**src/rtl/pwr_seq_pkg.sv**
```systemverilog
package pwr_seq_pkg;

    typedef enum logic [3:0] {
        ST_DEAD,
        ST_IDLE,
        ST_MEM,
        ST_DISCH,
        ST_CORE,
        ST_ON,
        ST_DN_IO,
        ST_DN_ANA,
        ST_DN_CORE
    } seq_state_e;

    typedef struct packed {
        logic rtc;
        logic mem;
        logic core;
        logic io;
        logic ana;
    } rail_en_t;

    localparam int unsigned IX_KEY   = 0;
    localparam int unsigned IX_HOLD  = 1;
    localparam int unsigned IX_ALARM = 2;
    localparam int unsigned IX_CHG   = 3;
    localparam int unsigned IX_BHI   = 4;
    localparam int unsigned IX_BLO   = 5;
    localparam int unsigned IX_DEEP  = 6;
    localparam int unsigned IX_HOT   = 7;
    localparam int unsigned IX_COOL  = 8;
    localparam int unsigned IX_CORE  = 9;
    localparam int unsigned IX_OSC   = 10;
    localparam int unsigned N_ASYNC  = 11;

endpackage

```
**src/rtl/pwr_sync.sv**
```systemverilog
module pwr_sync #(
    parameter int unsigned W = 4
) (
    input  logic         clk,
    input  logic         rst_n,
    input  logic [W-1:0] d,
    output logic [W-1:0] q
);
    for (genvar i = 0; i < W; i++) begin : g_bit
        logic s1, s2;
        always_ff @(posedge clk or negedge rst_n) begin
            if (!rst_n) begin
                s1 <= 1'b0;
                s2 <= 1'b0;
            end else begin
                s1 <= d[i];
                s2 <= s1;
            end
        end
        assign q[i] = s2;
    end
endmodule

```
**src/rtl/pwr_debounce.sv**
```systemverilog
module pwr_debounce #(
    parameter int unsigned DB_CYCLES = 16
) (
    input  logic clk,
    input  logic rst_n,
    input  logic raw,
    output logic stable
);
    localparam int unsigned CW = $clog2(DB_CYCLES + 1);
    localparam logic [CW-1:0] LAST = CW'(DB_CYCLES - 1);

    logic [CW-1:0] cnt;

    always_ff @(posedge clk or negedge rst_n) begin
        if (!rst_n) begin
            cnt    <= '0;
            stable <= 1'b0;
        end else if (raw == stable) begin
            cnt <= '0;
        end else if (cnt == LAST) begin
            cnt    <= '0;
            stable <= raw;
        end else begin
            cnt <= cnt + 1'b1;
        end
    end

    // the filtered value only moves when the raw value has disagreed with it
    a_r9_filtered_moves_on_disagree: assert property (@(posedge clk) disable iff (!rst_n)
        (stable != $past(stable)) |-> ($past(raw) != $past(stable)));
endmodule

```
**src/rtl/pwr_lockout.sv**
```systemverilog
module pwr_lockout (
    input  logic clk,
    input  logic rst_n,
    input  logic bat_hi,
    input  logic bat_lo,
    input  logic hot,
    input  logic cool,
    output logic uv_ok,
    output logic therm_lock
);
    always_ff @(posedge clk or negedge rst_n) begin
        if (!rst_n) begin
            uv_ok      <= 1'b0;
            therm_lock <= 1'b0;
        end else begin
            if (bat_hi)
                uv_ok <= 1'b1;
            else if (!bat_lo)
                uv_ok <= 1'b0;

            if (hot)
                therm_lock <= 1'b1;
            else if (cool)
                therm_lock <= 1'b0;
        end
    end

    // the lockout clears only after the upper battery flag was seen
    a_r4_clear_needs_upper: assert property (@(posedge clk) disable iff (!rst_n)
        $rose(uv_ok) |-> $past(bat_hi));

    // the thermal latch cannot release while the die is still hot
    a_r7_hot_holds_latch: assert property (@(posedge clk) disable iff (!rst_n)
        hot |=> therm_lock);
endmodule

```
**src/rtl/pwr_seq_fsm.sv**
```systemverilog
module pwr_seq_fsm
    import pwr_seq_pkg::*;
#(
    parameter int unsigned PD_CYCLES = 64
) (
    input  logic     clk,
    input  logic     rst_n,
    input  logic     wake_key,
    input  logic     hold,
    input  logic     alarm,
    input  logic     chg,
    input  logic     uv_ok,
    input  logic     therm_lock,
    input  logic     deep,
    input  logic     core_ok,
    input  logic     osc_req,
    output rail_en_t rails,
    output logic     osc_rail,
    output logic     io_dis,
    output logic     ana_dis
);
    localparam int unsigned PW = $clog2(PD_CYCLES + 1);
    localparam logic [PW-1:0] PD_LAST = PW'(PD_CYCLES - 1);

    seq_state_e    state, nxt;
    logic [PW-1:0] pd_cnt;
    logic          wake_any;

    assign wake_any = wake_key | hold | alarm | chg;

    always_comb begin
        nxt = state;
        if (deep) begin
            nxt = ST_DEAD;
        end else if (therm_lock) begin
            nxt = ST_IDLE;
        end else begin
            unique case (state)
                ST_DEAD:    nxt = ST_IDLE;
                ST_IDLE:    nxt = (wake_any && uv_ok) ? ST_MEM : ST_IDLE;
                ST_MEM:     nxt = wake_any ? ST_DISCH : ST_DN_CORE;
                ST_DISCH:   nxt = !wake_any ? ST_DN_CORE :
                                  (pd_cnt == PD_LAST) ? ST_CORE : ST_DISCH;
                ST_CORE:    nxt = !wake_any ? ST_DN_ANA : (core_ok ? ST_ON : ST_CORE);
                ST_ON:      nxt = wake_any ? ST_ON : ST_DN_IO;
                ST_DN_IO:   nxt = ST_DN_ANA;
                ST_DN_ANA:  nxt = ST_DN_CORE;
                ST_DN_CORE: nxt = ST_IDLE;
                default:    nxt = ST_IDLE;
            endcase
        end
    end

    always_ff @(posedge clk or negedge rst_n) begin
        if (!rst_n) begin
            state  <= ST_IDLE;
            pd_cnt <= '0;
        end else begin
            state  <= nxt;
            pd_cnt <= (state == ST_DISCH && nxt == ST_DISCH) ? pd_cnt + 1'b1 : '0;
        end
    end

    always_comb begin
        rails   = '0;
        io_dis  = 1'b0;
        ana_dis = 1'b0;
        unique case (state)
            ST_DEAD:    rails = '0;
            ST_IDLE:    rails.rtc = 1'b1;
            ST_MEM:     rails = '{rtc: 1'b1, mem: 1'b1, core: 1'b0, io: 1'b0, ana: 1'b0};
            ST_DISCH: begin
                rails   = '{rtc: 1'b1, mem: 1'b1, core: 1'b0, io: 1'b0, ana: 1'b0};
                io_dis  = 1'b1;
                ana_dis = 1'b1;
            end
            ST_CORE:    rails = '{rtc: 1'b1, mem: 1'b1, core: 1'b1, io: 1'b0, ana: 1'b0};
            ST_ON:      rails = '{rtc: 1'b1, mem: 1'b1, core: 1'b1, io: 1'b1, ana: 1'b1};
            ST_DN_IO:   rails = '{rtc: 1'b1, mem: 1'b1, core: 1'b1, io: 1'b0, ana: 1'b1};
            ST_DN_ANA:  rails = '{rtc: 1'b1, mem: 1'b1, core: 1'b1, io: 1'b0, ana: 1'b0};
            ST_DN_CORE: rails = '{rtc: 1'b1, mem: 1'b1, core: 1'b0, io: 1'b0, ana: 1'b0};
            default:    rails = '0;
        endcase
    end

    assign osc_rail = (state == ST_ON) && osc_req;

    // core never runs without memory, and it rises only out of the drain window
    a_r2_core_needs_mem: assert property (@(posedge clk) disable iff (!rst_n)
        rails.core |-> rails.mem);
    a_r2_core_after_drain: assert property (@(posedge clk) disable iff (!rst_n)
        $rose(rails.core) |-> $past(io_dis));

    // IO and analog rise only after core was on and reported good
    a_r3_io_after_core_good: assert property (@(posedge clk) disable iff (!rst_n)
        $rose(rails.io) |-> ($past(core_ok) && $past(rails.core)));

    // strobes and the rails they drain are exclusive
    a_r2_drain_excludes_rail: assert property (@(posedge clk) disable iff (!rst_n)
        (io_dis || ana_dis) |-> (!rails.io && !rails.ana));

    // a start from idle requires a clear lockout
    a_r4_start_needs_clear: assert property (@(posedge clk) disable iff (!rst_n)
        $rose(rails.mem) |-> $past(uv_ok));

    // deep discharge removes the clock rail
    a_r6_deep_kills_rtc: assert property (@(posedge clk) disable iff (!rst_n)
        deep |=> !rails.rtc);

    // thermal latch removes every switched rail
    a_r7_thermal_off: assert property (@(posedge clk) disable iff (!rst_n)
        therm_lock |=> (!rails.mem && !rails.core && !rails.io && !rails.ana));

    // in an orderly power-down core drops after IO and analog, memory after core
    a_r11_core_after_io: assert property (@(posedge clk) disable iff (!rst_n)
        ($fell(rails.core) && !$past(deep) && !$past(therm_lock))
            |-> (!$past(rails.io) && !$past(rails.ana)));
    a_r11_mem_after_core: assert property (@(posedge clk) disable iff (!rst_n)
        ($fell(rails.mem) && !$past(deep) && !$past(therm_lock)) |-> !$past(rails.core));
endmodule

```
**src/rtl/pwr_seq_ctrl.sv**
```systemverilog
module pwr_seq_ctrl
    import pwr_seq_pkg::*;
#(
    parameter int unsigned PD_CYCLES = 64,
    parameter int unsigned DB_CYCLES = 16
) (
    input  logic clk,
    input  logic rst_n,
    input  logic key_n,
    input  logic hold_in,
    input  logic alarm_in,
    input  logic chg_det,
    input  logic bat_hi,
    input  logic bat_lo,
    input  logic deep_low,
    input  logic temp_hot,
    input  logic temp_cool,
    input  logic core_ok,
    input  logic osc_req,
    output logic rtc_en,
    output logic mem_en,
    output logic core_en,
    output logic io_en,
    output logic ana_en,
    output logic osc_rail_en,
    output logic io_dis,
    output logic ana_dis,
    output logic key_stat_n,
    output logic div_en
);
    logic [N_ASYNC-1:0] raw_in, syn;
    logic               key_db, uv_ok, therm_lock;
    rail_en_t           rails;

    always_comb begin
        raw_in           = '0;
        raw_in[IX_KEY]   = ~key_n;
        raw_in[IX_HOLD]  = hold_in;
        raw_in[IX_ALARM] = alarm_in;
        raw_in[IX_CHG]   = chg_det;
        raw_in[IX_BHI]   = bat_hi;
        raw_in[IX_BLO]   = bat_lo;
        raw_in[IX_DEEP]  = deep_low;
        raw_in[IX_HOT]   = temp_hot;
        raw_in[IX_COOL]  = temp_cool;
        raw_in[IX_CORE]  = core_ok;
        raw_in[IX_OSC]   = osc_req;
    end

    pwr_sync #(.W(N_ASYNC)) u_sync (
        .clk(clk), .rst_n(rst_n), .d(raw_in), .q(syn)
    );

    pwr_debounce #(.DB_CYCLES(DB_CYCLES)) u_key_db (
        .clk(clk), .rst_n(rst_n), .raw(syn[IX_KEY]), .stable(key_db)
    );

    pwr_lockout u_lock (
        .clk(clk), .rst_n(rst_n),
        .bat_hi(syn[IX_BHI]), .bat_lo(syn[IX_BLO]),
        .hot(syn[IX_HOT]), .cool(syn[IX_COOL]),
        .uv_ok(uv_ok), .therm_lock(therm_lock)
    );

    pwr_seq_fsm #(.PD_CYCLES(PD_CYCLES)) u_fsm (
        .clk(clk), .rst_n(rst_n),
        .wake_key(key_db), .hold(syn[IX_HOLD]), .alarm(syn[IX_ALARM]),
        .chg(syn[IX_CHG]), .uv_ok(uv_ok), .therm_lock(therm_lock),
        .deep(syn[IX_DEEP]), .core_ok(syn[IX_CORE]), .osc_req(syn[IX_OSC]),
        .rails(rails), .osc_rail(osc_rail_en), .io_dis(io_dis), .ana_dis(ana_dis)
    );

    assign rtc_en     = rails.rtc;
    assign mem_en     = rails.mem;
    assign core_en    = rails.core;
    assign io_en      = rails.io;
    assign ana_en     = rails.ana;
    assign key_stat_n = ~key_db;
    assign div_en     = syn[IX_HOLD] & syn[IX_OSC];

    // the oscillator rail is never on without the full rail set
    a_r10_osc_only_when_on: assert property (@(posedge clk) disable iff (!rst_n)
        osc_rail_en |-> (io_en && core_en));
endmodule

```
**config.mk**
```make
export PLATFORM = sky130hd
export DESIGN_NAME = pwr_seq_ctrl
export DESIGN_NICKNAME = d
export VERILOG_FILES = /design/src/rtl/pwr_seq_pkg.sv /design/src/rtl/pwr_sync.sv /design/src/rtl/pwr_debounce.sv /design/src/rtl/pwr_lockout.sv /design/src/rtl/pwr_seq_fsm.sv /design/src/rtl/pwr_seq_ctrl.sv
export SDC_FILE = /design/constraint.sdc
export NUM_CORES = 1
export LEC_CHECK = 0
export BUFFER_PORTS_ARGS = -buffer_cell sky130_fd_sc_hd__buf_2
export CAP_MARGIN = 25
export CORE_MARGIN = 5
export CORE_UTILIZATION = 59
export CTS_CLUSTER_SIZE = 40
export DETAILED_ROUTE_END_ITERATION = 12
export GPL_TIMING_DRIVEN = 1
export PLACE_DENSITY = 0.79
export RECOVER_POWER = 50
export SYNTH_ARGS = -nofsm -noshare
export SYNTH_HDL_FRONTEND = slang
export SYNTH_SLANG_ARGS = --single-unit
```
**constraint.sdc**
```tcl
create_clock -name clk -period 2.8 [get_ports clk]
set_input_delay 0.56 -clock clk [delete_from_list [all_inputs] [get_ports clk]]
set_output_delay 0.56 -clock clk [all_outputs]
set_load 0.02 [all_outputs]
```
==> metrics <==
run status finished, violations left; failing checks capacitance limit, slew limit; vias per cell 5.676; Max Root-Sink Buffers 2; register area share after synthesis 0.6558; hold crit path type primary input to register; register bit count reported by yosys 41; filler instances 168; wire per inst 14.19 microns; layout cells sized above 1 0.2763; Crit. End Element primary output; Final Setup Violations 0; Multi-input gate area 479.2 sq um; min cycle time layout 2.281 ns; CTS sink cnt 41; vias in the first global route 1071; Synth Net Count 141; height of the die 61.53 microns; synth warn 0; clk slew on worst S/H paths 0.12 ns; routed wire length 2.582 mm; f_max 438.4 MHz; Req. time, crit path 2.24 ns; MaxCap Viol Count 1; Max-Slew Margin vs Limit -0.3453; CP Data Arrival Time 1.72 ns; H-tree Lvls 2; post-synthesis cell type count 35; DR iter-0 viols 55; Final Cycle Share 0.8146; Worst-Margin Slew 2.018 ns; CTS resizes 0; GP Congestion 0.7915; PD cells 607.1 mW/mm^2; Nets 166; n_diodes 0; Final ANT Viol Nets 0; Port Buffer Count 22; clock latency on the worst-skew pair 0.34 ns; Layout area overhead 13.02%; Starting Density 0.6266; global-route wire length before repair 4.581 mm; power after layout 1.075 mW; die area 0.003785 sq mm; Max VDD drop 0.0005954 V; DR vias 1033; Crit. Startpoint u_fsm.state[2]; hpwl dp 1.878 mm; grt total ovfl 0; CTS Hold Bufs 0; CTS Buf Count 5; die width 61.53 microns; Setup CP Type register to primary output; core area 0.002500 sq mm; critical path peak fanout 11; initial antenna violation count 0; largest net degree at the start of global routing 42; CTS root buffer clkbuf_4; Synth Instances 126; worst slack at placement 0.8872 ns; Row Count 18; DRC 0; Total Neg Setup Slack 0 ns; Final Max Slew Viols 42; total setup buffers inserted after CTS 0; total track usage 0.1700; final worst slack 0.5191 ns; Hold WS 0.3142 ns; RR Startpoint u_fsm.state[0]; Pleak 0.8443 nW; TritonRoute pass-1 iters 4; Post-Syn Area 0.001567 sq mm; hold_sp alarm_in; skew final 0.005367 ns; unrepaired setup endpoints after global routing false; CTS tree built; final hold viol count 0; Seq. cell area 0.001027 sq mm; Avg Cell Area, Syn 12.43 sq um; type of origin of the critical path register; I/O Pins 23
==> worst max-delay path: stages (launching register included) <==
cell	delay, ns
dfrtp_1	0.54
nor2b_1	0.26
nor3b_1	0.26
and2_1	0.16
buf_2	0.16
==> path summary, 6_finish.rpt <==
check                      slack, ns  cells after the start                  to
min reg2reg                     0.36                      0  u_sync.g_bit[2].s2
min                             0.31                      1  u_sync.g_bit[2].s1
max reg2reg                     0.85                      4     u_fsm.pd_cnt[3]
min in group asynchronous       0.77                      1     u_key_db.cnt[1]
max                             0.52                      4         osc_rail_en
max in group asynchronous       0.87                      1  u_sync.g_bit[8].s1
==> cell usage in the layout, fill, tap and decap left out, drive strengths merged, types with 2 or more instances in the layout <==
cell type   n
xor2        6
nor3        4
buf        22
o21ai       7
nor2       11
xnor2       3
nand3       5
dfrtp      40
a21o        2
nor4        4
and3        2
ha          2
nand2       7
a21oi       4
or4         3
clkbuf      7
nor2b       2
and2        5
inv         5
==> metrics by stage <==
stage	area, sq um	utilization	std cells
2_1_floorplan	1567	-	126
3_3_place_gp	1683	0.6732	174
3_5_place_dp	1683	0.6732	174
4_1_cts	1772	0.7087	182
5_1_grt	1770	0.7082	182
6_report	1770	0.7082	182
==> power by group <==
part           switching, mW  leakage [nW]  internal, mW  total [mW]
clock                  0.184        0.0445         0.212       0.396
sequential            0.0138         0.509         0.615       0.629
combinational         0.0297         0.291        0.0198      0.0495
==> logic make-up (layout without fill, tap and decap cells) <==
logic type,count (synthesis),count (layout),synth area share
AO/OA/AOI/OAI,15,15,0.05591
buffers and inverters,10,36,0.03833
adder cells (fa/ha/maj),2,2,0.01597
XOR/XNOR,9,9,0.05032
multiplexers,1,1,0.007188
AND/OR/NAND/NOR,48,48,0.1765
flip-flops,41,41,0.6558
==> cell usage after synthesis <==
master	n	area share
dfstp_2	1	0.017
nand2b_1	1	0.0040
nor2b_1	2	0.0080
nor3_1	4	0.013
xnor2_1	3	0.017
or4_4	1	0.0072
buf_6	2	0.014
xor2_1	6	0.034
o21ai_0	7	0.022
mux2_2	1	0.0072
and3b_1	1	0.0056
a21oi_1	4	0.013
ha_1	2	0.016
or2_2	1	0.0040
buf_2	1	0.0032
inv_4	1	0.0040
and3_1	2	0.0080
a21o_1	2	0.0096
nor2_1	5	0.012
dfrtp_1	40	0.64
nor4_1	4	0.016
nand2_1	7	0.017
and2_1	5	0.020
nor2_4	1	0.0072
inv_1	4	0.0096
buf_4	1	0.0048
or3_1	1	0.0040
nor3b_1	1	0.0048
o31ai_1	1	0.0048
nor2_2	5	0.020
o311a_1	1	0.0064
or4_2	1	0.0056
clkbuf_1	1	0.0024
nand3_1	5	0.016
or4_1	1	0.0048
==> metal layers <==
metal,GRT usage,vias up,wire length (microns)
met2,0.2720,58,1303
met4,0.1030,0,78
met5,0,-,0
met3,0.04822,14,233
met1,0.2030,489,967
li1,-,472,-
==> area by class of cell <==
| type | instances | area share |
|---|---|---|
| repair buffers | 23 | 0.06572 |
| well taps | 30 | 0.02120 |
| inverters | 5 | 0.01201 |
| clock inverters | 2 | 0.02120 |
| multi-input cells | 75 | 0.2707 |
| flip-flops and latches | 41 | 0.5802 |
| clock buffers | 6 | 0.02898 |
==> registers in the layout (all words and copies together) (netlist names) <==
register,count
u_key_db.cnt,5
u_fsm.state,4
u_sync.g_bit.s2,11
u_lock.uv_ok,1
u_fsm.pd_cnt,7
u_key_db.stable,1
u_sync.g_bit.s1,11
u_lock.therm_lock,1
Note: power is estimated with default switching activity, not from simulation.
